===== src/rtl/trap_pkg.sv =====
package trap_pkg;
  localparam int CODE_W = 5;
  localparam int VOFS_W = 14;
  localparam int NREG   = 32;

  typedef enum logic [CODE_W-1:0] {
    TC_NONE     = 5'd0,
    TC_RESET    = 5'd1,
    TC_MCHK     = 5'd2,
    TC_ARITH    = 5'd3,
    TC_INTR     = 5'd4,
    TC_DMISS_N  = 5'd5,
    TC_DMISS_F  = 5'd6,
    TC_ALIGN    = 5'd7,
    TC_DFAULT   = 5'd8,
    TC_DACV     = 5'd9,
    TC_IMISS    = 5'd10,
    TC_IFAULT   = 5'd11,
    TC_IACV     = 5'd12,
    TC_BADOP    = 5'd13,
    TC_FPOFF    = 5'd14,
    TC_FWCALL   = 5'd15,
    TC_OVF      = 5'd16
  } trap_code_e;

  typedef struct packed {
    logic              hit;
    logic [VOFS_W-1:0] ofs;
  } vec_t;

  // Offset table: every entry has bit 0 set so targets land in firmware mode
  function automatic vec_t vec_of(input logic [CODE_W-1:0] c);
    vec_t v;
    v.hit = 1'b1;
    case (c)
      TC_RESET:             v.ofs = 14'h0001;
      TC_IACV:              v.ofs = 14'h0081;
      TC_INTR:              v.ofs = 14'h0101;
      TC_IMISS, TC_IFAULT:  v.ofs = 14'h0181;
      TC_DMISS_N:           v.ofs = 14'h0201;
      TC_DMISS_F:           v.ofs = 14'h0281;
      TC_ALIGN:             v.ofs = 14'h0301;
      TC_DFAULT, TC_DACV:   v.ofs = 14'h0381;
      TC_MCHK:              v.ofs = 14'h0401;
      TC_BADOP:             v.ofs = 14'h0481;
      TC_ARITH, TC_OVF:     v.ofs = 14'h0501;
      TC_FPOFF:             v.ofs = 14'h0581;
      TC_FWCALL:            v.ofs = 14'h2001;
      default: begin
        v.hit = 1'b0;
        v.ofs = '0;
      end
    endcase
    return v;
  endfunction
endpackage


===== src/rtl/trap_vec_lookup.sv =====
module trap_vec_lookup
  import trap_pkg::*;
(
  input  logic [CODE_W-1:0] code_i,
  output logic              hit_o,
  output logic [VOFS_W-1:0] ofs_o
);
  vec_t v;

  always_comb begin
    v     = vec_of(code_i);
    hit_o = v.hit;
    ofs_o = v.ofs;
  end

  // every vector must enter firmware mode (PC bit 0 set)
  always_comb begin
    if (hit_o) begin
      assert_vec_fw_mode_R1: assert (ofs_o[0] == 1'b1);
    end
  end
endmodule


===== src/rtl/trap_excaddr_gen.sv =====
module trap_excaddr_gen
  import trap_pkg::*;
#(
  parameter int AW = 32
) (
  input  logic [AW-1:0]     cur_pc_i,
  input  logic [CODE_W-1:0] code_i,
  output logic              save_o,
  output logic [AW-1:0]     addr_o
);
  localparam logic [AW-1:0] INSN_BYTES = AW'(4);

  logic is_intr;
  logic is_call;

  always_comb begin
    is_intr = (code_i == TC_INTR);
    is_call = (code_i == TC_FWCALL);
    save_o  = !(is_intr && cur_pc_i[0]);
    addr_o  = is_call ? (cur_pc_i + INSN_BYTES) : cur_pc_i;
  end
endmodule


===== src/rtl/trap_bank_ctl.sv =====
module trap_bank_ctl
  import trap_pkg::*;
#(
  parameter logic [NREG-1:0] BANK_MASK = 32'h0200_7F00
) (
  input  logic                    clk,
  input  logic                    rst_ni,
  input  logic                    set_i,
  input  logic                    clr_i,
  input  logic [$clog2(NREG)-1:0] idx_i,
  output logic                    sel_o,
  output logic                    alt_o,
  output logic                    err_o
);
  logic sel_q, sel_d;
  logic err_q, err_d;
  logic upd_en;

  always_comb begin
    sel_d  = sel_q;
    err_d  = err_q;
    upd_en = set_i | clr_i;
    if (set_i) begin
      if (sel_q) err_d = 1'b1;
      sel_d = 1'b1;
    end else if (clr_i) begin
      if (!sel_q) err_d = 1'b1;
      sel_d = 1'b0;
    end
  end

  always_ff @(posedge clk or negedge rst_ni) begin
    if (!rst_ni) begin
      sel_q <= 1'b1;
      err_q <= 1'b0;
    end else if (upd_en) begin
      sel_q <= sel_d;
      err_q <= err_d;
    end
  end

  assign sel_o = sel_q;
  assign err_o = err_q;
  assign alt_o = sel_q & BANK_MASK[idx_i];

  assert_bank_rise_R6: assert property (@(posedge clk) disable iff (!rst_ni)
    $rose(sel_o) |-> $past(set_i));
  assert_bank_fall_R8: assert property (@(posedge clk) disable iff (!rst_ni)
    $fell(sel_o) |-> $past(clr_i));
  assert_err_sticky_R10: assert property (@(posedge clk) disable iff (!rst_ni)
    $past(err_o) |-> err_o);
  assert_alt_needs_sel_R9: assert property (@(posedge clk) disable iff (!rst_ni)
    alt_o |-> sel_o);
endmodule


===== src/rtl/trap_redirect_ctrl.sv =====
module trap_redirect_ctrl
  import trap_pkg::*;
#(
  parameter int AW = 32
) (
  input  logic              clk,
  input  logic              rst_n,
  input  logic [AW-1:0]     cur_pc,
  input  logic              trap_vld,
  input  logic [CODE_W-1:0] trap_code,
  input  logic              eret_req,
  input  logic [AW-1:0]     fw_base,
  input  logic [AW-1:0]     saved_epc,
  input  logic [4:0]        rf_idx,
  output logic              redir_vld,
  output logic [AW-1:0]     redir_pc,
  output logic [AW-1:0]     redir_npc,
  output logic              epc_we,
  output logic [AW-1:0]     epc_wdata,
  output logic              bank_sel,
  output logic              rf_bank_alt,
  output logic              eret_illegal,
  output logic              bank_err
);
  localparam int            PAD_W      = AW - VOFS_W;
  localparam logic [AW-1:0] INSN_BYTES = AW'(4);

  // reset: asserted asynchronously, released through two flops
  logic [1:0] rst_sq;
  logic       rst_ni;

  always_ff @(posedge clk or negedge rst_n) begin
    if (!rst_n) rst_sq <= 2'b00;
    else        rst_sq <= {rst_sq[0], 1'b1};
  end
  assign rst_ni = rst_sq[1];

  logic boot_q;

  // vector lookup and restart-address computation
  logic [CODE_W-1:0] lk_code;
  logic              lk_hit;
  logic [VOFS_W-1:0] lk_ofs;
  logic              ea_save;
  logic [AW-1:0]     ea_addr;

  assign lk_code = boot_q ? TC_RESET : trap_code;

  trap_vec_lookup u_vec (
    .code_i (lk_code),
    .hit_o  (lk_hit),
    .ofs_o  (lk_ofs)
  );

  trap_excaddr_gen #(.AW(AW)) u_ea (
    .cur_pc_i (cur_pc),
    .code_i   (trap_code),
    .save_o   (ea_save),
    .addr_o   (ea_addr)
  );

  // next-state
  logic          redir_d, epc_we_d, illegal_d, set_d, clr_d;
  logic [AW-1:0] tgt_d, epc_d;

  always_comb begin
    redir_d   = 1'b0;
    epc_we_d  = 1'b0;
    illegal_d = 1'b0;
    set_d     = 1'b0;
    clr_d     = 1'b0;
    tgt_d     = fw_base + {{PAD_W{1'b0}}, lk_ofs};
    epc_d     = ea_addr;
    if (boot_q) begin
      redir_d = 1'b1;
    end else if (trap_vld) begin
      if (lk_hit) begin
        redir_d  = 1'b1;
        epc_we_d = ea_save;
        set_d    = ~cur_pc[0];
      end
    end else if (eret_req) begin
      if (cur_pc[0]) begin
        redir_d = 1'b1;
        tgt_d   = saved_epc;
        clr_d   = ~saved_epc[0];
      end else begin
        illegal_d = 1'b1;
      end
    end
  end

  // registers
  logic set_q, clr_q;

  always_ff @(posedge clk or negedge rst_ni) begin
    if (!rst_ni) begin
      boot_q       <= 1'b1;
      redir_vld    <= 1'b0;
      epc_we       <= 1'b0;
      eret_illegal <= 1'b0;
      set_q        <= 1'b0;
      clr_q        <= 1'b0;
    end else begin
      boot_q       <= 1'b0;
      redir_vld    <= redir_d;
      epc_we       <= epc_we_d;
      eret_illegal <= illegal_d;
      set_q        <= set_d;
      clr_q        <= clr_d;
    end
  end

  always_ff @(posedge clk or negedge rst_ni) begin
    if (!rst_ni) begin
      redir_pc  <= '0;
      redir_npc <= '0;
    end else if (redir_d) begin
      redir_pc  <= tgt_d;
      redir_npc <= tgt_d + INSN_BYTES;
    end
  end

  always_ff @(posedge clk or negedge rst_ni) begin
    if (!rst_ni)       epc_wdata <= '0;
    else if (epc_we_d) epc_wdata <= epc_d;
  end

  trap_bank_ctl u_bank (
    .clk    (clk),
    .rst_ni (rst_ni),
    .set_i  (set_q),
    .clr_i  (clr_q),
    .idx_i  (rf_idx),
    .sel_o  (bank_sel),
    .alt_o  (rf_bank_alt),
    .err_o  (bank_err)
  );

  assert_epc_from_trap_R4: assert property (@(posedge clk) disable iff (!rst_ni)
    epc_we |-> $past(trap_vld));
  assert_intr_fw_keep_R4: assert property (@(posedge clk) disable iff (!rst_ni)
    ($past(trap_vld) && !$past(boot_q) && $past(trap_code) == TC_INTR && $past(cur_pc[0]))
      |-> !epc_we);
  assert_call_skip_R5: assert property (@(posedge clk) disable iff (!rst_ni)
    (epc_we && $past(trap_code) == TC_FWCALL) |-> epc_wdata == $past(cur_pc) + INSN_BYTES);
  assert_illegal_no_redir_R7: assert property (@(posedge clk) disable iff (!rst_ni)
    eret_illegal |-> (!redir_vld && $past(eret_req) && !$past(cur_pc[0])));
  assert_illegal_vs_trap_R11: assert property (@(posedge clk) disable iff (!rst_ni)
    eret_illegal |-> !$past(trap_vld));
endmodule


===== config.mk =====
export PLATFORM = sky130hd
export DESIGN_NAME = trap_redirect_ctrl
export DESIGN_NICKNAME = d
export VERILOG_FILES = /design/src/rtl/trap_pkg.sv /design/src/rtl/trap_vec_lookup.sv /design/src/rtl/trap_excaddr_gen.sv /design/src/rtl/trap_bank_ctl.sv /design/src/rtl/trap_redirect_ctrl.sv
export SDC_FILE = /design/constraint.sdc
export NUM_CORES = 1
export LEC_CHECK = 0
export BUFFER_PORTS_ARGS = -buffer_cell sky130_fd_sc_hd__buf_2
export CAP_MARGIN = 0
export CORE_MARGIN = 2
export CORE_UTILIZATION = 57
export DETAILED_ROUTE_END_ITERATION = 10
export PLACE_DENSITY_LB_ADDON = 0.2
export SLEW_MARGIN = 10
export SYNTH_ARGS = -nofsm -noshare
export SYNTH_HDL_FRONTEND = slang
export SYNTH_HIERARCHICAL = 1
export SYNTH_SLANG_ARGS = --single-unit
export TNS_END_PERCENT = 50

===== constraint.sdc =====
create_clock -name clk -period 5 [get_ports clk]
set_clock_uncertainty 0.2 [all_clocks]
set_input_delay 1 -clock clk [delete_from_list [all_inputs] [get_ports clk]]
set_output_delay 1 -clock clk [all_outputs]
set_load 0.005 [all_outputs]

Word level (Yosys, flattened, before mapping)

Memory sizes are Yosys's and may differ from the RTL's.
Index checks and enable logic that the tools add are counted.

Register bits: 106
Memory bits (read-only): 32
Output and inout port bits: 102
Logic and storage cells: 84
Memories: 1

Memory list:

| name            | depth | width | rd ports | clocked after memory_dff | write ports | line                | source |
|---|---|---|---|---|---|---|---|
| (no name shown) | 32    | 1     | 1        | 0                        | 0           | trap_bank_ctl.sv:44 | `assign alt_o = sel_q & BANK_MASK[idx_i];` |

Add/sub/neg operators: 3
$lt $le $gt $ge: 1
Equality and inequality tests: 20
Muxes and demuxes: 34
Bitwise logic cells: 4
Reductions and logical operators: 9

Operators by type and width:

| operator                                               | count |
|---|---|
| one-hot mux 14 bit (13 select lines)                   | 1 |
| 2-to-1 mux 32 bit                                      | 5 |
| adder 32 x 3 -> 32 bit (second input constant)         | 2 |
| equality test 5 x 4 -> 1 bit (second input constant)   | 9 |
| adder 32 x 14 -> 32 bit                                | 1 |
| 2-to-1 mux 1 bit                                       | 27 |
| equality test 5 x 3 -> 1 bit (second input constant)   | 5 |
| OR reduction 16 bit                                    | 1 |
| equality test 5 x 2 -> 1 bit (second input constant)   | 2 |
| < comparator 5 x 6 -> 1 bit (second input constant)    | 1 |
| OR reduction 2 bit                                     | 3 |
| equality test 5 x 1 -> 1 bit (second input constant)   | 1 |
| equality test 5 bit (second input constant)            | 1 |
| 2-to-1 mux 5 bit                                       | 1 |
| AND reduction 4 bit                                    | 1 |
| inequality test 2 x 1 -> 1 bit (second input constant) | 1 |
| inequality test 2 bit (second input constant)          | 1 |
| inverter 1 bit                                         | 2 |
| AND reduction 2 bit                                    | 1 |
| nonzero test 2 bit                                     | 1 |
| bitwise AND 1 bit                                      | 1 |
| logical AND 1 bit                                      | 1 |
| zero test 1 bit                                        | 1 |
| bitwise OR 1 bit                                       | 1 |

Logic depth before layout (Yosys ltp)

Depth in word-level cells: 10
Mapped depth: 19
Mapped depth without buffers: 16

Hierarchy

The synthesis kept the hierarchy.

Modules (own cells, without submodules):

| module             | times used | cells each | area each (um^2) | sequential area each (um^2) |
|---|---|---|---|---|
| trap_redirect_ctrl | 1          | 712        | 6012.0           | 2553.7 |
| trap_excaddr_gen   | 1          | 95         | 745.7            | 0.0 |
| trap_vec_lookup    | 1          | 37         | 244.0            | 0.0 |
| trap_bank_ctl      | 1          | 10         | 101.3            | 51.3 |

Worst setup path after synthesis

OpenSTA, ideal clock, no wires.

Kind: input to register
Start: input port trap_code[0]
End: register redir_npc[28]
Data arrival time: 4909 ps
Path slack: -191 ps
Stages: 17
Buffers on the path: 1
Cells stage by stage: or2_2 -> buf_2 -> nor4_1 -> xnor2_1 -> ha_1 -> inv_1 -> fa_1 -> nand2b_1 -> a211o_4 -> a211o_4 -> a31oi_4 -> xor2_2 -> mux2i_2 -> nor4_4 -> nand4_2 -> or3_1 -> a31oi_1

Longest elaborated chain between the ends: 10
Elaborated cells on any way between the ends: 32

RTL lines:

| element                                              | line                      | source |
|---|---|---|
| start, declared                                      | trap_redirect_ctrl.sv:10  | `input logic [CODE_W-1:0] trap_code,` |
| 2-to-1 mux 5 bit (*)                                 | trap_redirect_ctrl.sv:47  | `assign lk_code = boot_q ? TC_RESET : trap_code;` |
| equality test 5 x 2 -> 1 bit (tied with other cells) | trap_pkg.sv:35            | `case (c)` |
| OR reduction 2 bit                                   | n/a                       |  |
| one-hot mux 14 bit (13 select lines) (*)             | trap_pkg.sv:35            |  |
| named net lk_ofs[0]                                  | trap_redirect_ctrl.sv:43  | `logic [VOFS_W-1:0] lk_ofs;` |
| adder 32 x 14 -> 32 bit (*)                          | trap_redirect_ctrl.sv:72  | `tgt_d = fw_base + {{PAD_W{1'b0}}, lk_ofs};` |
| 2-to-1 mux 32 bit                                    | trap_redirect_ctrl.sv:83  | `if (cur_pc[0]) begin` |
| 2-to-1 mux 32 bit                                    | trap_redirect_ctrl.sv:82  | `end else if (eret_req) begin` |
| 2-to-1 mux 32 bit                                    | trap_redirect_ctrl.sv:76  | `end else if (trap_vld) begin` |
| 2-to-1 mux 32 bit (*)                                | trap_redirect_ctrl.sv:74  | `if (boot_q) begin` |
| adder 32 x 3 -> 32 bit (*)                           | trap_redirect_ctrl.sv:120 | `redir_npc <= tgt_d + INSN_BYTES;` |
| end signal, assigned                                 | trap_redirect_ctrl.sv:120 |  |
| end, declared                                        | trap_redirect_ctrl.sv:17  | `output logic [AW-1:0] redir_npc,` |

The timed path passes the listed nets; every way through them passes the cells marked *.
A chain may end at the register's enable or synchronous reset.

Worst setup path in the final report

Start: input port trap_code[0]
End: register redir_npc[17]

Longest elaborated chain between the ends: 10
Elaborated cells on any way between the ends: 32

RTL lines:

| element                                              | line                      | source |
|---|---|---|
| 2-to-1 mux 5 bit (*)                                 | trap_redirect_ctrl.sv:47  |  |
| named net lk_code[0]                                 | trap_redirect_ctrl.sv:41  | `logic [CODE_W-1:0] lk_code;` |
| equality test 5 x 2 -> 1 bit (tied with other cells) | trap_pkg.sv:35            |  |
| OR reduction 2 bit                                   | n/a                       |  |
| one-hot mux 14 bit (13 select lines) (*)             | trap_pkg.sv:35            |  |
| named net lk_ofs[0]                                  | trap_redirect_ctrl.sv:43  |  |
| adder 32 x 14 -> 32 bit (*)                          | trap_redirect_ctrl.sv:72  |  |
| 2-to-1 mux 32 bit                                    | trap_redirect_ctrl.sv:83  |  |
| 2-to-1 mux 32 bit                                    | trap_redirect_ctrl.sv:82  |  |
| 2-to-1 mux 32 bit                                    | trap_redirect_ctrl.sv:76  |  |
| 2-to-1 mux 32 bit (*)                                | trap_redirect_ctrl.sv:74  |  |
| adder 32 x 3 -> 32 bit (*)                           | trap_redirect_ctrl.sv:120 |  |

Marks and branches as above.

==> impl_metrics.toml <==
[logic_synthesis]
syn_area_um2 = 7100
synthTopCellsByArea = "dfrtp_1 (36%), nand2_1 (11%), xnor2_1 (5.7%)"
avgSynthCellArea_um2 = 8.32
async_flop_share_pct = 100
yosysWarnings = 6
synth_top_area_share_pct = 35.9
yosys.area.top_type = "dfrtp_1"
seq_area_frac_synth_pct = 36.7
synth-seq-cells = 104
synth_edf_count = 0
synth_cell_type_count = 80
syn_inst = 854
ys.flop_type = "dfrtp_1"

[critical_path]
slowest_stage = "nor4b_1"
r2r-end = "redir_npc[17]"
crit_arrival_ns = 4.96
worstSetupEndpointType = "flop"
critPathLaunchType = "primary input"
cp_slowest_stage_delay_ns = 0.43
reg2reg_from = "boot_q"
required_ns = 5.03
crit_chain = "buf_2 -> or2_4 -> nor4_4 -> xnor2_1 -> ha_2 -> inv_1 -> fa_2 -> nand2b_4 -> a211o_4 -> a211oi_2 -> buf_4 -> nor4_1 -> o31ai_2 -> buf_4 -> nand2_1 -> nor4b_1 -> buf_4 -> nand2_1 -> xnor2_1 -> a21oi_1"
crit_type = "primary input to flop"
crit_fanout = 6
crit_path_frequent_cell = "buf_4"
worstRegToRegCells = 18
r2r_setup_slack_ns = 0.28

[final_layout]
syn_to_final_growth_pct = 28.5
final_cells = 1289
drive_gt1_share_pct = 33.3
nets = 1243
filler_cell_count = 963
n_antenna_cell = 0

[grt]
grtUsageTotal_pct = 30.2
overflow = 0
antenna_found_initial = 0
grt_max_degree = 77
grt_pass1_vias = 6340
grt_pass1_wl_mm = 31.5

[die]
initial_core_util_pct = 58.6
dieArea_um2 = 13400
die_h_um = 116
die_w_um = 116
boundaryPins = 212
fp-row-count = 40
core-area_um2 = 12100

[pwr]
p_total_mw = 2.62
powerDensity_nw_per_um2 = 287
power.leakage_nw = 4.43
peakVddDrop_v = 0.000162

[routing]
num_vias = 7087
drc = 0
post_drt_wl_per_cell_um = 15.8
drt_iter0_markers = 685
routed_wl_mm = 20.4
vias_per_cell = 5.50
firstDrtPassIters = 5
drtAntennaViolNets = 0

[placed_design]
hpwl_mm = 15.7
numPortBuffers = 211
gp_congestion = 0.950
dp.cells = 1272

[clock_tree]
root_buffer = "clkbuf_16"
cts_sinks = 104
clockBufferDepth = 2
insertion_delay_ns = 0.36
cts_buffers = 9
hold_buffers = 0
cts_tree = "done"
clkSlewWorstSetupHoldPaths_ns = 0.07
h-tree-depth = 3

[worst_hold_path]
hold_path.startpoint = "rst_sq[0]"
holdPathStages = 0
min_to = "rst_sq[1]"
holdCritPathClass = "flop to flop"

[sta]
worst_pin_slew_ns = 1.00
finalCritPeriodShare_pct = 98.5
finalHoldViolations = 0
setup_viol = 0
final_max_slew_viol_count = 0
max_freq_mhz = 203
layout_min_cycle_time_ns = 4.93
hold_ws_ns = 0.160
maxSlewHeadroom_pct = 33.3

[job]
cap_violations = 0

[run_status]
status = "complete, no violations"
final cells by class:
class                   instances  area, um2  share of cell area [%]
repair buffers                294       1680                    18.4
clock inverters                 7       68.8                   0.754
clock buffers                   9        225                    2.47
flip-flops and latches        104       2610                    28.6
inverters                      15       56.3                   0.617
multi-input cells             692       4280                    46.9
well taps                     168        210                    2.30
synthesized netlist by cell type, drive strengths merged, types with 4 or more instances:
| master | count |
|---|---|
| a211o | 6 |
| a211oi | 9 |
| a21o | 7 |
| a21oi | 48 |
| a31oi | 15 |
| and3 | 11 |
| and4 | 4 |
| buf | 30 |
| clkbuf | 20 |
| dfrtp | 102 |
| ha | 16 |
| inv | 15 |
| mux2 | 4 |
| mux2i | 9 |
| nand2 | 205 |
| nand2b | 8 |
| nand3 | 21 |
| nand3b | 4 |
| nand4 | 22 |
| nand4b | 4 |
| nor2 | 92 |
| nor2b | 6 |
| nor3 | 17 |
| nor4b | 6 |
| o211ai | 4 |
| o21a | 7 |
| o21ai | 39 |
| o31ai | 6 |
| or3 | 6 |
| xnor2 | 48 |
| xor2 | 23 |
critical path: cells and delay by family:
family / cells / cell delay, ns
AO/OA/AOI/OAI: 4 / 1.05
XOR/XNOR: 2 / 0.35
buffers and inverters: 5 / 0.71
adder cells (fa/ha/maj): 2 / 0.53
AND/OR/NAND/NOR: 7 / 1.32
stage by stage:
stage               setup WS (ns)  util (%)  cell area (um2)  setup TNS (ns)
finish                     0.0746      75.4             9130               0
global route               -0.119      75.4             9130          -0.168
detailed placement         -0.248      72.5             8780           -1.96
floorplan                 0.00208         -             7160               0
CTS                         0.131      74.9             9070               0
global placement           -0.107      72.5             8780          -0.570
kinds of logic after synthesis:
family	after synthesis	share of synthesized area, %
buffers and inverters	65	4.56
XOR/XNOR	71	9.07
adder cells (fa/ha/maj)	17	3.10
flip-flops	104	36.7
AO/OA/AOI/OAI	160	15.0
AND/OR/NAND/NOR	421	29.5
multiplexers	13	1.96
other	3	0.159
sequential cells by signal, indices dropped and copies added (netlist names), 2 cells and up:
name       count
epc_wdata     32
rst_sq         2
redir_pc      32
redir_npc     30
per-layer routing:
layer | track usage [%] | wire [um] | part of all wire (%)
met1 | 44.7 | 9370 | 46
met2 | 46.9 | 9210 | 45
met3 | 4.55 | 1510 | 7.4
met4 | 7.30 | 333 | 1.6
met5 | 0 | 0 | 0
power breakdown:
group	internal, mW	switching (mW)	total, mW
combinational	0.380	0.443	0.823
sequential	0.986	0.0967	1.08
clock	0.355	0.358	0.714
total	1.72	0.898	2.62
cells in the final DEF (no fill, tap or decap), types with 5 or more instances in the layout:
master,n
buf_2,211
dfrtp_1,101
o21ai_0,37
conb_1,10
xnor2_1,46
and3_1,11
a21oi_1,47
or3_1,5
nand3_1,18
a31oi_1,14
nand4_1,15
ha_1,15
nor2b_1,5
xor2_1,22
a21o_1,7
buf_4,83
a211oi_1,7
inv_1,14
clkbuf_16,9
nor2_1,91
nand2_1,204
nand2b_1,7
nor3_1,6
o21a_1,7
nor3_2,10
nand4_4,5
mux2i_1,7
repair_timing:
| item | in CTS | in global routing |
|---|---|---|
| setup buffers | 0 | 1 |
| resized for setup | 0 | 15 |
| hold endpoints to repair | 0 | 0 |
| setup endpoints to repair | 0 | 9 |
worst max-delay path by stage:
stage,slack [ns],startpoint,to,cells past startpoint
2_1_floorplan,0.002,trap_code[0],redir_npc[28],17
3_5_place_dp,-0.25,trap_code[0],redir_npc[25],17
4_1_cts,0.13,trap_code[0],redir_npc[27],17
6_report,0.07,trap_code[0],redir_npc[17],20
5_1_grt,-0.12,trap_code[3],redir_npc[17],19
3_3_place_gp,-0.11,trap_code[0],redir_npc[25],17
(Power assumes the default switching activity.)
